===== config.mk =====
export PLATFORM = sky130hd
export DESIGN_NAME = mnd_frac_div
export DESIGN_NICKNAME = d
export VERILOG_FILES = /design/src/rtl/fdiv_pkg.sv /design/src/rtl/fdiv_decode.sv /design/src/rtl/fdiv_core.sv /design/src/rtl/mnd_frac_div.sv
export SDC_FILE = /design/constraint.sdc
export NUM_CORES = 1
export LEC_CHECK = 0
export BUFFER_PORTS_ARGS = -buffer_cell sky130_fd_sc_hd__buf_2
export CAP_MARGIN = 20
export CORE_ASPECT_RATIO = 0.9
export CORE_MARGIN = 2
export CORE_UTILIZATION = 55
export CTS_CLUSTER_DIAMETER = 200
export DETAILED_ROUTE_END_ITERATION = 8
export PLACE_DENSITY = 0.78
export SLEW_MARGIN = 20
export SYNTH_ARGS = -nofsm -noshare
export SYNTH_HDL_FRONTEND = slang
export SYNTH_SLANG_ARGS = --single-unit
export TNS_END_PERCENT = 5

===== constraint.sdc =====
create_clock -name clk_i -period 5.5 [get_ports clk_i]
set_input_delay 0.825 -clock clk_i [delete_from_list [all_inputs] [get_ports clk_i]]
set_output_delay 0.825 -clock clk_i [all_outputs]
set_load 0.01 [all_outputs]

===== src/rtl/fdiv_pkg.sv =====
`timescale 1ns/1ps
package fdiv_pkg;
    typedef enum logic [1:0] {
        MODE_OFF   = 2'd0,
        MODE_RSV1  = 2'd1,
        MODE_DUAL  = 2'd2,
        MODE_RSV3  = 2'd3
    } fdiv_mode_e;
endpackage


===== src/rtl/fdiv_decode.sv =====
`timescale 1ns/1ps
// Unpacks the complemented N and D fields and judges whether counting is legal.
module fdiv_decode #(
    parameter int CNT_W = 8
) (
    input  logic [CNT_W-1:0] m_raw_i,
    input  logic [CNT_W-1:0] n_raw_i,
    input  logic [CNT_W-1:0] d_raw_i,
    input  logic [1:0]       mode_i,
    output logic [CNT_W-1:0] m_eff_o,
    output logic [CNT_W:0]   n_eff_o,
    output logic [CNT_W-1:0] d_eff_o,
    output logic             run_ok_o
);
    import fdiv_pkg::*;

    logic [CNT_W:0] m_wide;
    logic [CNT_W:0] span;

    always_comb begin
        m_wide   = {1'b0, m_raw_i};
        span     = {1'b0, ~n_raw_i};
        m_eff_o  = m_raw_i;
        n_eff_o  = span + m_wide;
        d_eff_o  = ~d_raw_i;
        // N must exceed M; this also excludes N == 0
        run_ok_o = (fdiv_mode_e'(mode_i) == MODE_DUAL) && (n_eff_o > m_wide);
    end
endmodule


===== src/rtl/fdiv_core.sv =====
`timescale 1ns/1ps
// Accumulator, shadow configuration and registered outputs.
module fdiv_core #(
    parameter int CNT_W = 8
) (
    input  logic             clk_i,
    input  logic             rst_ni,
    input  logic [CNT_W-1:0] m_eff_i,
    input  logic [CNT_W:0]   n_eff_i,
    input  logic [CNT_W-1:0] d_eff_i,
    input  logic             run_ok_i,
    output logic             run_o,
    output logic [CNT_W:0]   acc_o,
    output logic [CNT_W-1:0] m_o,
    output logic [CNT_W:0]   n_o,
    output logic [CNT_W-1:0] d_o,
    output logic             tick_o,
    output logic             pulse_o
);
    localparam int AW = CNT_W + 1;   // accumulator width, holds values below N
    localparam int SW = AW + 1;      // sum width, holds acc + M

    typedef struct packed {
        logic             run;
        logic [CNT_W-1:0] m;
        logic [AW-1:0]    n;
        logic [CNT_W-1:0] d;
        logic [AW-1:0]    acc;
        logic             tick;
        logic             pulse;
    } st_t;

    st_t st_d, st_q;

    logic [SW-1:0] sum;
    logic [SW-1:0] rem;
    logic          fold;
    logic          take;

    always_comb begin
        st_d = st_q;
        sum  = {1'b0, st_q.acc} + {{(SW-CNT_W){1'b0}}, st_q.m};
        rem  = sum - {1'b0, st_q.n};
        fold = 1'b0;
        take = 1'b0;

        if (!st_q.run) begin
            take       = 1'b1;
            st_d.acc   = '0;
        end else if (sum >= {1'b0, st_q.n}) begin
            fold       = 1'b1;
            take       = 1'b1;
            st_d.acc   = rem[AW-1:0];
        end else begin
            st_d.acc   = sum[AW-1:0];
        end

        if (take) begin
            st_d.run = run_ok_i;
            st_d.m   = m_eff_i;
            st_d.n   = n_eff_i;
            st_d.d   = d_eff_i;
            if (st_d.acc >= n_eff_i) begin
                st_d.acc = '0;
            end
        end

        if (!st_d.run) begin
            st_d.acc   = '0;
            st_d.tick  = 1'b1;
            st_d.pulse = 1'b1;
        end else begin
            st_d.tick  = fold;
            st_d.pulse = ({st_d.acc, 1'b0} < {2'b00, st_d.d});
        end
    end

    always_ff @(posedge clk_i or negedge rst_ni) begin
        if (!rst_ni) begin
            st_q       <= '0;
            st_q.tick  <= 1'b1;
            st_q.pulse <= 1'b1;
        end else begin
            st_q <= st_d;
        end
    end

    assign run_o   = st_q.run;
    assign acc_o   = st_q.acc;
    assign m_o     = st_q.m;
    assign n_o     = st_q.n;
    assign d_o     = st_q.d;
    assign tick_o  = st_q.tick;
    assign pulse_o = st_q.pulse;
endmodule


===== src/rtl/mnd_frac_div.sv =====
`timescale 1ns/1ps
module mnd_frac_div #(
    parameter int CNT_W = 8
) (
    input  logic             clk_i,
    input  logic             rst_ni,
    input  logic [CNT_W-1:0] cfg_m_i,
    input  logic [CNT_W-1:0] cfg_n_i,
    input  logic [CNT_W-1:0] cfg_d_i,
    input  logic [1:0]       cfg_mode_i,
    output logic             tick_o,
    output logic             pulse_o
);
    logic [CNT_W-1:0] m_eff;
    logic [CNT_W:0]   n_eff;
    logic [CNT_W-1:0] d_eff;
    logic             run_ok;

    logic             run_w;
    logic [CNT_W:0]   acc_w;
    logic [CNT_W-1:0] m_w;
    logic [CNT_W:0]   n_w;
    logic [CNT_W-1:0] d_w;

    fdiv_decode #(.CNT_W(CNT_W)) u_dec (
        .m_raw_i  (cfg_m_i),
        .n_raw_i  (cfg_n_i),
        .d_raw_i  (cfg_d_i),
        .mode_i   (cfg_mode_i),
        .m_eff_o  (m_eff),
        .n_eff_o  (n_eff),
        .d_eff_o  (d_eff),
        .run_ok_o (run_ok)
    );

    fdiv_core #(.CNT_W(CNT_W)) u_core (
        .clk_i    (clk_i),
        .rst_ni   (rst_ni),
        .m_eff_i  (m_eff),
        .n_eff_i  (n_eff),
        .d_eff_i  (d_eff),
        .run_ok_i (run_ok),
        .run_o    (run_w),
        .acc_o    (acc_w),
        .m_o      (m_w),
        .n_o      (n_w),
        .d_o      (d_w),
        .tick_o   (tick_o),
        .pulse_o  (pulse_o)
    );
endmodule


==> Word-level counts from Yosys, hierarchy flattened <==
Index checks and enable logic that the tools add are counted.
{ "classes": {"n_lt_le_gt_ge": 4, "n_eq_ne": 1, "n_bitwise": 2, "mux": 9, "n_reduce_logical": 1, "n_addsub": 3} }
{ "ops": {"columns": ["cell", "n"], "rows": [
  ["$mux 9", 4],
  ["$mux 35", 1],
  ["$not 8->8", 2],
  ["$add 9x8->10", 1],
  ["$ge 10x9->1", 1],
  ["$lt 10x8->1", 1],
  ["$add 8x8->9", 1],
  ["$ge 9x9->1", 1],
  ["$gt 9x8->1", 1],
  ["$sub 9x9->9", 1],
  ["$mux 1", 3],
  ["$eq 2x2->1 const B", 1],
  ["$mux 2", 1],
  ["$logic_and 1x1->1", 1]
]} }
{ "totals": {"out_inout_bits": 2, "inputBits": 28, "ff_bits": 37, "elab_cells": 27} }

==> Logic depth before layout (Yosys ltp) <==
{ "depth": {"word_depth": 9, "mapped_depth": 30, "mapped_depth_nobuf": 28} }

==> Cells and area by module <==
Synthesis repeated with hierarchy kept, for this count alone.
{ "unflattened": {"hier_cells": 393, "hier_area_um2": 3494.6} }
{ "modules_own_cells": {"columns": ["module", "seq_area_each_um2", "area_each_um2", "n_inst", "cells_per_inst"], "rows": [
  ["fdiv_core", 928.4, 2829.0, 1, 298],
  ["fdiv_decode", 0.0, 665.6, 1, 95]
]} }

==> Least setup slack after synthesis <==
No wires, ideal clock.
{ "synth_timing": {"kind": "register -> register", "startpoint": "register u_core.st_q, in the netlist u_core.acc_o[0]", "endpoint": "register u_core.st_q, in the netlist u_core.pulse_o", "path_buffers": 2, "required_ns": 5.427, "arrival_ns": 5.360, "period_less_slack_ns": 5.433, "path_slack_ns": 0.067, "path_stages_with_launch": 30, "setup_ns": 0.073, "cell_sequence": "dfrtp_1 ha_1 fa_1 a21o_1 a221oi_1 nor2b_1 xnor2_1 ha_1 nor2_1 nor3b_2 o31ai_2 nand3_2 buf_6 mux2i_1 nor2_1 ha_1 a2111oi_0 o21ai_0 o22ai_1 nor2b_1 clkbuf_1 nor2_1 ha_1 a21o_1 a21o_1 a21oi_1 nor2b_1 o21ai_0 o211ai_1 o2bb2ai_1"} }
{ "synth_lines": {"columns": ["element", "line_no", "rtl"], "rows": [
  ["start, declared", "fdiv_core.sv:33", "st_t st_d, st_q;"],
  ["start signal, assigned", "fdiv_core.sv:84", "st_q <= st_d;"]
]} }

==> flow_summary.yaml <==
clock_tree:
  numCtsBuffers: 5
  cts_tree: "built"
  cts_root_buf: "clkbuf_8"
  cts_hold_buf: 0
  cts_buffer_depth: 2
  clkTransAtPathRegs_ps: 80
  clock_sinks: 37
  htreeDepth: 2
  clk-insertion-delay-late_ps: 310
route:
  wl_um: 8690
  drtAntennaViolNets: 0
  wl_met1_um: 3770
  dr_wl_met3_um: 391
  wire_per_inst_um: 17.38
  via_per_inst: 5.846
  wl_met2_um: 4231
  drtIter0Drc: 199
  drc: 0
  vias: 2923
  first_pass_iters: 7
  top_layer_used: "met4"
synth:
  synthTopCellsByCount: "inv_1, ha_1, dfrtp_1"
  ys_seq_area_share_pct: 28.63
  yosysWarnings: 0
  async_reset_ff_share_pct: 100.0
  synth_flop_cell: "dfrtp_1"
  synth_seq_cells: 37
  synth_area_leaders: "dfrtp_1, ha_1, inv_1"
  synth_cells: 364
  synth_top_area_share_pct: 27.01
  synth_area_um2: 3243
  syn_nets: 443
  synth.distinct_cells: 48
  synth_edf_count: 0
  yosysMostFrequentCell: "inv_1"
  synth.largest_area_cell: "dfrtp_1"
  syn_avg_cell_area_um2: 8.910
floorplanning:
  design.die.area_um2: 6528
  start_util_pct: 56.97
  core_um2: 5693
  die_w_um: 84.94
  die_h_um: 76.85
  rows: 26
  ioPinCount: 30
place:
  portBuffers: 29
  hpwl_um: 6086
  place_ws_ps: -161.4
  gp_routability_congestion: 0.8823
  place_area_um2: 3605
global_route:
  grt_antenna_before_repair: 0
  grt_pass1_vias: 2810
  grt_pass1_wl_um: 12900
  grt.overflow.total: 0
  grt_max_degree: 38
  track_usage_pct: 24.81
setup_path:
  path_class: "flop to flop"
  crit_end: "u_core.pulse_o"
  rr_endpoint: "u_core.pulse_o"
  critPathRequiredTime_ps: 5730
  r2r_slack_ps: -230
  critPathMaxStageDelay_ps: 420
  cp-startpoint: "u_core.m_o[1]"
  critPathMaxFanout: 8
  endpoint_kind: "flop"
  startpoint_type: "flop"
  reg2reg_from: "u_core.m_o[1]"
  slowest_stage: "dfrtp_1"
  worstPathArrival_ps: 5960
  r2r_cells: 28
layout:
  num-fill-cells: 402
  syn_to_final_growth_pct: 23.42
  multi_input_area_um2: 2250
  antenna-diode-count: 0
  final_area_um2: 4003
  drive_above_1_share_pct: 29.30
  fin_nets: 508
  ff_latch_area_um2: 928.4
status:
  run_status: "finished, violations left"
  violations: "setup timing"
timing:
  fmax_mhz: 174.4
  min_period_ps: 5734
  rsz0062_at_grt: "yes"
  timing.slew.headroom_pct: 44.04
  fin_worst_skew_ps: 10.23
  whs_ps: 491.8
  finalWorstSetupSlack_ps: -233.9
  setup_viol: 10
  slew_violations: 0
  finalHoldViolations: 0
  fin_crit_sh_pct: 104.3
  worst_slew_pin_slew_ps: 839.4
run:
  maxCapViolCount: 0
power:
  leakagePower_nw: 1.986
  power_density_nw_per_um2: 167.2
  ir_drop_uv: 148.2
worst_hold_path:
  hold_class: "flop to flop"
-- power breakdown --
group          internal [mW]  total (mW)  switching (mW)  leakage, nW
Combinational         0.0871       0.185          0.0976         1.50
Sequential             0.272       0.272               0        0.437
Clock                  0.102       0.213           0.111       0.0512
-- timing repair --
action / CTS / global route
pin swaps: 13 / 29
setup endpoints to repair: 1 / 10
setup buffers: 8 / 6
gates resized for setup: 13 / 30
-- stage by stage --
step	TNS, ps	instances	power (mW)	utilization, %
after floorplan	0	364	0.3651	-
after global placement	-52.04	478	0.4068	63.32
after detailed placement	-161.4	478	0.4126	63.32
after CTS	0	494	0.6430	66.81
after global routing	-3006	500	0.7025	70.31
final	-885.2	500	0.6691	70.31
-- state kept, by name, summed over array words and instances, names as in the netlist --
name,count
u_core.acc_o,9
u_core.n_o,9
u_core.d_o,8
u_core.m_o,8
u_core.pulse_o,1
u_core.run_o,1
u_core.tick_o,1
-- cell families after synthesis --
family / Yosys count / synth area share, %
AO/OA/AOI/OAI: 88 / 18.17
XOR/XNOR: 17 / 4.591
adder cells (fa/ha/maj): 51 / 20.37
buffers and inverters: 63 / 7.716
flip-flops: 37 / 28.63
multiplexers: 20 / 6.752
AND/OR/NAND/NOR: 88 / 13.77
-- area by class of cell --
| type | count | share of cell area, % |
|---|---|---|
| Clock buffer | 6 | 2.063 |
| Clock inverter | 2 | 0.3439 |
| Tap cell | 70 | 2.188 |
| Sequential cell | 37 | 23.19 |
| Multi-Input combinational cell | 264 | 56.21 |
| Inverter | 55 | 5.158 |
| Timing Repair Buffer | 66 | 10.85 |
-- worst min path at each step --
stage                     cells after the start  slack (ps)       endpoint     startpoint
after global routing                          1         500  u_core.n_o[6]  u_core.n_o[6]
after CTS                                     1         490  u_core.n_o[6]  u_core.n_o[6]
final                                         1         490  u_core.n_o[6]  u_core.n_o[6]
after global placement                        1         470  u_core.n_o[5]  u_core.n_o[5]
after detailed placement                      1         480  u_core.n_o[6]  u_core.n_o[6]
after floorplan                               2         460  u_core.d_o[3]  u_core.d_o[3]
-- cells in the final DEF (no fill, tap or decap), types with 5 or more instances in the layout --
cell type and instances:
inv_1 52, ha_1 41, dfrtp_1 35, buf_4 34
buf_2 29, a21oi_1 23, nor2_1 23, nand2_1 17
o21ai_0 13, o21a_1 13, xnor2_1 11, nor2b_1 8
mux2_2 8, o211ai_1 6, a21o_1 6, clkbuf_8 6
xor2_1 5, nor3_1 5, ha_4 5
-- layer usage --
metal	global-route usage, %	vias up
li1	-	1392
met1	32.49	1405
met2	41.41	99
met3	3.445	27
met4	9.524	0
met5	0	-
-- critical path, delay by kind of cell (launching register included) --
kind / cells / cell delay (ps)
muxes: 1 / 190
AOI/OAI and AO/OA: 14 / 2660
xor gates and xnor gates: 1 / 200
adders and majority gates: 4 / 1090
buffers and inverters: 2 / 370
and+or+nand+nor: 6 / 740
DFF: 1 / 420
No activity file was read; power rests on OpenSTA's default activity.
